<file path="src/rtl/vpic_pkg.sv">
package vpic_pkg;
  localparam int NSRC     = 3;
  localparam int SRC_EXT  = 0;
  localparam int SRC_TMR  = 1;
  localparam int SRC_ADC  = 2;
  localparam int B_GE     = 0;
  localparam int B_EN_LO  = 1;
  localparam int B_FL_LO  = B_EN_LO + NSRC;
endpackage

</file>
<file path="src/rtl/vpic_edge_sync.sv">
module vpic_edge_sync #(
  parameter int STAGES = 2
) (
  input  logic clk,
  input  logic rst,
  input  logic pin,
  output logic fall
);
  logic [STAGES:0] pipe;

  always_ff @(posedge clk) begin
    if (rst) pipe <= '1;
    else     pipe <= {pipe[STAGES-1:0], pin};
  end

  assign fall = pipe[STAGES] & ~pipe[STAGES-1];
endmodule

</file>
<file path="src/rtl/vpic_ctrl_reg.sv">
module vpic_ctrl_reg
  import vpic_pkg::*;
#(
  parameter int          AW        = 8,
  parameter int          DW        = 8,
  parameter logic [AW-1:0] CTRL_ADDR = 8'h20
) (
  input  logic            clk,
  input  logic            rst,
  input  logic [AW-1:0]   addr,
  input  logic            wr,
  input  logic [DW-1:0]   wdata,
  input  logic [NSRC-1:0] hw_set,
  input  logic [NSRC-1:0] acc_clr,
  input  logic            accept,
  input  logic            reti,
  output logic            ge,
  output logic [NSRC-1:0] en,
  output logic [NSRC-1:0] fl,
  output logic [DW-1:0]   rdata
);
  logic            hit;
  logic            ge_n;
  logic [NSRC-1:0] en_n, fl_n;

  assign hit = (addr == CTRL_ADDR);

  always_comb begin
    ge_n = ge;
    en_n = en;
    fl_n = fl;
    if (hit && wr) begin
      ge_n = wdata[B_GE];
      en_n = wdata[B_EN_LO +: NSRC];
      fl_n = wdata[B_FL_LO +: NSRC];
    end
    if (reti)   ge_n = 1'b1;
    if (accept) ge_n = 1'b0;
    fl_n = (fl_n & ~acc_clr) | hw_set;
  end

  always_ff @(posedge clk) begin
    if (rst) begin
      ge    <= 1'b0;
      en    <= '0;
      fl    <= '0;
      rdata <= '0;
    end else begin
      ge    <= ge_n;
      en    <= en_n;
      fl    <= fl_n;
      rdata <= '0;
      if (hit) begin
        rdata[B_GE]             <= ge;
        rdata[B_EN_LO +: NSRC]  <= en;
        rdata[B_FL_LO +: NSRC]  <= fl;
      end
    end
  end
endmodule

</file>
<file path="src/rtl/vpic_arbiter.sv">
module vpic_arbiter
  import vpic_pkg::*;
#(
  parameter int DW       = 8,
  parameter int VEC_STEP = 4
) (
  input  logic [NSRC-1:0] req,
  output logic            any,
  output logic [NSRC-1:0] grant,
  output logic [DW-1:0]   vec
);
  logic [NSRC:0] blocked;

  assign blocked[0] = 1'b0;

  genvar i;
  generate
    for (i = 0; i < NSRC; i++) begin : g_pri
      assign grant[i]     = req[i] & ~blocked[i];
      assign blocked[i+1] = blocked[i] | req[i];
    end
  endgenerate

  assign any = blocked[NSRC];

  always_comb begin
    vec = '0;
    for (int k = NSRC - 1; k >= 0; k--) begin
      if (grant[k]) vec = DW'((k + 1) * VEC_STEP);
    end
  end
endmodule

</file>
<file path="src/rtl/vpic_top.sv">
module vpic_top
  import vpic_pkg::*;
#(
  parameter int            AW        = 8,
  parameter int            DW        = 8,
  parameter logic [AW-1:0] CTRL_ADDR = 8'h20,
  parameter int            VEC_STEP  = 4,
  parameter int            SYNC_LEN  = 2
) (
  input  logic          clk,
  input  logic          rst,
  input  logic [AW-1:0] bus_addr,
  input  logic          bus_wr,
  input  logic [DW-1:0] bus_wdata,
  output logic [DW-1:0] bus_rdata,
  input  logic          ext_irq_n,
  input  logic          tmr_ovf,
  input  logic          adc_done,
  input  logic          sample_tick,
  input  logic          stack_full,
  input  logic          iret_strobe,
  input  logic          ret_strobe,
  output logic          call_req,
  output logic [DW-1:0] call_vec
);
  logic            ext_fall;
  logic            glb_en;
  logic [NSRC-1:0] src_en, src_fl, grant, hw_set, acc_clr;
  logic            any_req, accept;
  logic [DW-1:0]   sel_vec;
  logic            ret_seen;

  vpic_edge_sync #(.STAGES(SYNC_LEN)) u_sync (
    .clk(clk), .rst(rst), .pin(ext_irq_n), .fall(ext_fall)
  );

  assign hw_set[SRC_EXT] = ext_fall;
  assign hw_set[SRC_TMR] = tmr_ovf;
  assign hw_set[SRC_ADC] = adc_done;

  vpic_arbiter #(.DW(DW), .VEC_STEP(VEC_STEP)) u_arb (
    .req(src_en & src_fl), .any(any_req), .grant(grant), .vec(sel_vec)
  );

  assign accept  = sample_tick & glb_en & ~stack_full & any_req;
  assign acc_clr = accept ? grant : '0;

  vpic_ctrl_reg #(.AW(AW), .DW(DW), .CTRL_ADDR(CTRL_ADDR)) u_reg (
    .clk(clk), .rst(rst), .addr(bus_addr), .wr(bus_wr), .wdata(bus_wdata),
    .hw_set(hw_set), .acc_clr(acc_clr), .accept(accept), .reti(iret_strobe),
    .ge(glb_en), .en(src_en), .fl(src_fl), .rdata(bus_rdata)
  );

  always_ff @(posedge clk) begin
    if (rst) begin
      call_req <= 1'b0;
      call_vec <= '0;
      ret_seen <= 1'b0;
    end else begin
      call_req <= accept;
      call_vec <= accept ? sel_vec : '0;
      ret_seen <= ret_strobe;
    end
  end
endmodule

</file>
<file path="config.mk">
export PLATFORM = sky130hd
export DESIGN_NAME = vpic_top
export DESIGN_NICKNAME = d
export VERILOG_FILES = /design/src/rtl/vpic_pkg.sv /design/src/rtl/vpic_edge_sync.sv /design/src/rtl/vpic_ctrl_reg.sv /design/src/rtl/vpic_arbiter.sv /design/src/rtl/vpic_top.sv
export SDC_FILE = /design/constraint.sdc
export NUM_CORES = 1
export LEC_CHECK = 0
export ABC_AREA = 1
export ABC_CLOCK_PERIOD_IN_PS = 1900
export CORE_ASPECT_RATIO = 2
export CORE_UTILIZATION = 25
export CTS_CLUSTER_DIAMETER = 100
export CTS_CLUSTER_SIZE = 10
export DETAILED_ROUTE_END_ITERATION = 10
export GPL_TIMING_DRIVEN = 1
export PLACE_DENSITY = 0.62
export SLEW_MARGIN = 20
export SYNTH_ARGS = -nofsm -noshare
export SYNTH_HDL_FRONTEND = slang
export SYNTH_SLANG_ARGS = --single-unit
</file>
<file path="constraint.sdc">
create_clock -name clk -period 1.9 [get_ports clk]
set_input_delay 0.57 -clock clk [delete_from_list [all_inputs] [get_ports clk]]
set_output_delay 0.57 -clock clk [all_outputs]
set_load 0.01 [all_outputs]
</file>
Yosys cells after proc, flatten, opt, wreduce, memory -nomap -nowiden
Cells that the tools add are included.
{"block": "classes", "n_eq_ne": 1, "mux": 7, "bitwise": 18, "n_reduce_logical": 7}
{"cell": "3-bit two-way mux", "n": 3}
{"cell": "8-bit by 6-bit equality test with 1-bit output, second input constant", "n": 1}
{"cell": "4-bit two-way mux", "n": 2}
{"cell": "1-bit AND", "n": 6}
{"cell": "3-bit AND", "n": 2}
{"cell": "1-bit inverter", "n": 6}
{"cell": "2-bit OR reduction", "n": 3}
{"cell": "4-bit OR reduction", "n": 1}
{"cell": "3-bit inverter", "n": 1}
{"cell": "3-bit OR", "n": 1}
{"cell": "3-bit OR reduction", "n": 1}
{"cell": "1-bit two-way mux", "n": 2}
{"cell": "1-bit OR", "n": 2}
{"cell": "2-bit nonzero test", "n": 1}
{"cell": "1-bit logical AND", "n": 1}
{"block": "word_totals", "regBits": 27, "input_bits": 26, "out_inout_bits": 17, "elab_cells": 43}

Longest topological paths before layout
{"block": "depth", "depth_word": 8, "depth_mapped": 8}

Cells and area by module
From an unflattened synthesis, not the netlist that was laid out.
{"block": "unflattened", "hier_cells": 157, "area_unflattened_um2": 1124.8}
{"mod": "vpic_ctrl_reg", "instances": 1, "cells_per_inst": 81, "area_each_um2": 588.1, "seq_area_each_um2": 280.3}
{"mod": "vpic_top", "instances": 1, "cells_per_inst": 46, "area_each_um2": 340.3, "seq_area_each_um2": 180.2}
{"mod": "vpic_arbiter", "instances": 1, "cells_per_inst": 18, "area_each_um2": 102.6, "seq_area_each_um2": 0.0}
{"mod": "vpic_edge_sync", "instances": 1, "cells_per_inst": 12, "area_each_um2": 93.8, "seq_area_each_um2": 60.1}

Worst setup path after synthesis
Ideal clock, no wire load.
{"block": "synth_path", "kind": "input to register", "startpoint": "input bus_addr[3]", "endpoint": "register u_reg.ge", "t_arrival_ns": 1.114, "required_ns": 1.790, "slack_ns": 0.675, "cell_stages": 8, "path_cell_list": "nor2_1 -> nand2_1 -> inv_2 -> nand3_2 -> nand2_1 -> nand3_1 -> nand3_1 -> inv_1"}
{"block": "synth_between", "elab_chain_len": 3}
{"item": "start: declaration", "line_no": "vpic_top.sv:12", "rtl": "input logic [AW-1:0] bus_addr,"}
{"item": "8-bit by 6-bit equality test with 1-bit output", "line_no": "vpic_ctrl_reg.sv:26", "rtl": "assign hit = (addr == CTRL_ADDR);"}
{"item": "1-bit logical AND", "line_no": "vpic_ctrl_reg.sv:32", "rtl": "if (hit && wr) begin"}
{"item": "2-bit nonzero test (no source line)"}
{"item": "end signal: assignment", "line_no": "vpic_ctrl_reg.sv:49", "rtl": "ge <= ge_n;"}
{"item": "end: declaration", "line_no": "vpic_ctrl_reg.sv:17", "rtl": "output logic ge,"}
Every way passes these cells.
A chain may end at the register's enable or synchronous reset.

Worst setup path in the final report
{"block": "layout_path", "startpoint": "register call_req", "endpoint": "output call_req"}
{"item": "start: declaration", "line_no": "vpic_top.sv:23", "rtl": "output logic call_req,"}
{"item": "start signal: assignment", "line_no": "vpic_top.sv:60", "rtl": "call_req <= accept;"}
No word-level cell between the ends.

==> metrics.log <==
INFO  metric slowest_delay = 0.52 ns
INFO  metric drive_above_1_share = 9.93%
INFO  metric die_h = 85.4 µm
INFO  metric mostFrequentLayoutCell = sky130_fd_sc_hd__clkdlybuf4s50_1
INFO  metric synth.distinct_cells = 19
INFO  metric floorplan.initialDensity = 26.0%
INFO  metric power_per_cell_area = 672 mW/mm²
INFO  metric critical_path_depth = 1
INFO  metric fillerInstances = 354
INFO  metric top_level_ports = 43
INFO  metric groute.usage.overall = a little over a tenth
INFO  metric floorplan.die_area = 0.00373 mm²
INFO  metric num_vias = just under 800
INFO  metric final_cell_area_excluding_filler_cells = 0.00126 mm²
INFO  metric post_placement_cell_area = 0.00121 mm²
INFO  metric numClockSinks = 20
INFO  metric pwr-share-clk = roughly 38%
INFO  metric detailedRoute.firstPassIterationCount = 7
INFO  metric clock.fmax = 0.600 GHz
INFO  metric timing.critical_path.cells = clkdlybuf4s50_1
INFO  metric fin_tns_setup = 0 ns
INFO  metric finish.net_count = 178
INFO  metric r2r-start = u_reg.en[0]
INFO  metric postCtsResizedCells = 0
INFO  metric power_leakage = 0.575 nW
INFO  metric worst-r2r-setup-slack = 0.82 ns
INFO  metric hold_buffers = 0
INFO  metric total_power = 850 µW
INFO  metric area_delta_synth_final = 45.5%
INFO  metric timing.critical_path.max_delay_family = buffers and inverters
INFO  metric drcViolationCount = 2
INFO  metric post_synth_inst_count = 115
INFO  metric max-clock-path-buffers = 2
INFO  metric r2r_end = call_vec[3]
INFO  metric detail_route.vias_per_cell = 4.28
INFO  metric path_buf_inv = 1
INFO  metric post-cts-setup-buffer-count = 0
INFO  metric place_hpwl = 1490 µm
INFO  metric post-synth-top-area-cell = sky130_fd_sc_hd__dfxtp_1
INFO  metric cp_data_required_time = 1.33 ns
INFO  metric wl_per_cell = 9.67 µm
INFO  metric max-cap-violations = 0
INFO  metric worst_path_max_delay_cell = sky130_fd_sc_hd__clkdlybuf4s50_1
INFO  metric critical_path.startpoint_type = flip-flop
INFO  metric cts_made_buffers = 3
INFO  metric ctsHtreeMaxLevel = 1
INFO  metric grt_pass1_wl = 2940 µm
INFO  metric tritoncts = yes
INFO  metric rsz0062_at_grt = false
INFO  metric switching_power = 183 µW
INFO  metric report.final.hold_viol_count = 0
INFO  metric totalWireLength = 1770 µm
INFO  metric antenna_found_initial = 0
INFO  metric switching_share_of_power = a little over a fifth
INFO  metric placementRows = 30
INFO  metric antennaDiodeCount = 0
INFO  metric place_worst_setup_slack = 0.116 ns
INFO  metric die-width = 43.7 µm
INFO  metric synth_area_leaders = sky130_fd_sc_hd__dfxtp_1 (46%), sky130_fd_sc_hd__inv_1 (9.5%), sky130_fd_sc_hd__nand3_1 (6.9%)
INFO  metric netlist_area = ~870 µm²
INFO  metric clkLatencyLatePin = 0.26 ns
INFO  metric worstSetupEndpointType = output pin
INFO  metric outcome = complete, but fails checks
INFO  metric critPathLaunch = call_req
INFO  metric largest_net_degree_at_the_start_of_global_routing = 12
INFO  metric max-vdd-ir-drop = 0.332 mV
INFO  metric via_count_of_the_first_global_routing_pass = 744
INFO  metric synth.avg_cell_area = 7.56 µm²
INFO  metric coreArea = 0.00334 mm²
INFO  metric area_of_the_multi_input_gates = 353 µm²
INFO  metric critical_setup_path_class = reg2out
INFO  metric pwr-share-comb = 11.5%
INFO  metric period_share = 87.7%
INFO  metric ys_warn_count = 0
INFO  metric hold_startpoint = u_sync.pipe[0]
INFO  metric crit_arrival = 1.10 ns
INFO  metric drtIter0Drc = 13
INFO  metric power_report.internal_total = roughly 670 µW
INFO  metric failed_checks = DRC
INFO  metric timing_max_transition_violations_final = 0
INFO  metric grt_remaining_overflow = 0
INFO  metric ys_seq_area_share = between 40 and 50%
INFO  metric portBuffers = 33
INFO  metric ys_ff_latch = 20
INFO  metric setup_viol = 0
INFO  metric finalWorstPathRequiredPeriod = between 1.5 and 2 ns
INFO  metric seq_area = 400 µm²
INFO  metric power_frac_seq = 51.0%
INFO  metric path_max_fanout = 1
INFO  metric rr_worst_depth = 5
INFO  metric drt.antenna.violating_nets = 0
INFO  metric fin_worst_skew = 0.00160 ns
INFO  metric final_cell_mix = sky130_fd_sc_hd__clkdlybuf4s50_1 (33), sky130_fd_sc_hd__inv_1 (22), sky130_fd_sc_hd__dfxtp_1 (20), sky130_fd_sc_hd__nor2_1 (15), sky130_fd_sc_hd__nand2_1 (14)
INFO  metric globalplace.congestion = 0.786
INFO  metric postLayoutSetupSlackWorst = 0.235 ns
INFO  metric worst_setup_path_endpoint = call_req
INFO  metric hp-class = reg2reg
INFO  metric clockRootBuffer = sky130_fd_sc_hd__clkbuf_8
INFO  metric synth_top_area_share = 46.0%
INFO  metric clk_transition_reported_paths = 0.07 ns
stage by stage:
step	hold WS [ns]	utilization [%]	std cells
final	0.417	37.9	183
after global routing	0.423	37.9	183
after CTS	0.419	37.9	183
after detailed placement	0.402	36.2	179
after global placement	0.398	36.2	179
after floorplan	0.389	-	121
metal layers:
| layer | share of wire (%) | routed length, µm | GRT usage, % | vias up |
|---|---|---|---|---|
| met5 | 0 | 0 | 0 | - |
| met4 | 2.8 | 49 | 7.39 | 0 |
| met3 | 4.9 | 87 | 1.06 | 5 |
| met2 | 57 | 1010 | 19.0 | 31 |
| met1 | 35 | 625 | 10.2 | 340 |
| li1 | - | - | - | 407 |
state kept, by name, summed over array words and instances (netlist names):
| signal | cells |
|---|---|
| call_req | 1 |
| call_vec | 2 |
| u_reg.en | 3 |
| u_reg.fl | 3 |
| u_reg.ge | 1 |
| u_reg.rdata | 7 |
| u_sync.pipe | 3 |
how the worst min path moves through the flow:
stage | slack [ns] | depth (start not counted) | end
2_1_floorplan | 0.39 | 1 | u_sync.pipe[1]
5_1_grt | 0.42 | 1 | u_sync.pipe[1]
3_5_place_dp | 0.40 | 1 | u_sync.pipe[1]
6_report | 0.42 | 1 | u_sync.pipe[1]
3_3_place_gp | 0.40 | 1 | u_sync.pipe[1]
4_1_cts | 0.42 | 1 | u_sync.pipe[1]
final cells by class:
cell class / instances / share of cell area, %
Sequential cell: 20 / 31.7
Timing Repair Buffer: 33 / 26.1
Tap cell: 32 / 3.17
Inverter: 23 / 6.82
Clock buffer: 4 / 4.35
Multi-Input combinational cell: 71 / 27.9
cells in the mapped netlist, drive strengths merged:
| master | count |
|---|---|
| nor2 | 17 |
| nand3 | 13 |
| o21ai | 6 |
| dfxtp | 20 |
| inv | 23 |
| a21oi | 7 |
| buf | 7 |
| or2 | 3 |
| conb | 1 |
| nand2 | 17 |
| nand4 | 1 |
power groups by stage:
stage | registers (mW) | clock network [mW] | logic [mW]
2_1_floorplan | 0.442 | 0 | 0.0480
3_3_place_gp | 0.443 | 0 | 0.0957
3_5_place_dp | 0.443 | 0 | 0.0975
4_1_cts | 0.433 | 0.322 | 0.0981
5_1_grt | 0.434 | 0.340 | 0.108
6_report | 0.433 | 0.319 | 0.0976
cell families (layout without fill, tap and decap cells):
kind of cell	Yosys count	after routing	synth area share, %
simple gates	51	51	29.2
buf+inv	30	60	16.0
flops	20	20	46.0
compound gates	13	13	8.35
other cells	1	7	0.431
Power figures use the tool's default switching activity.
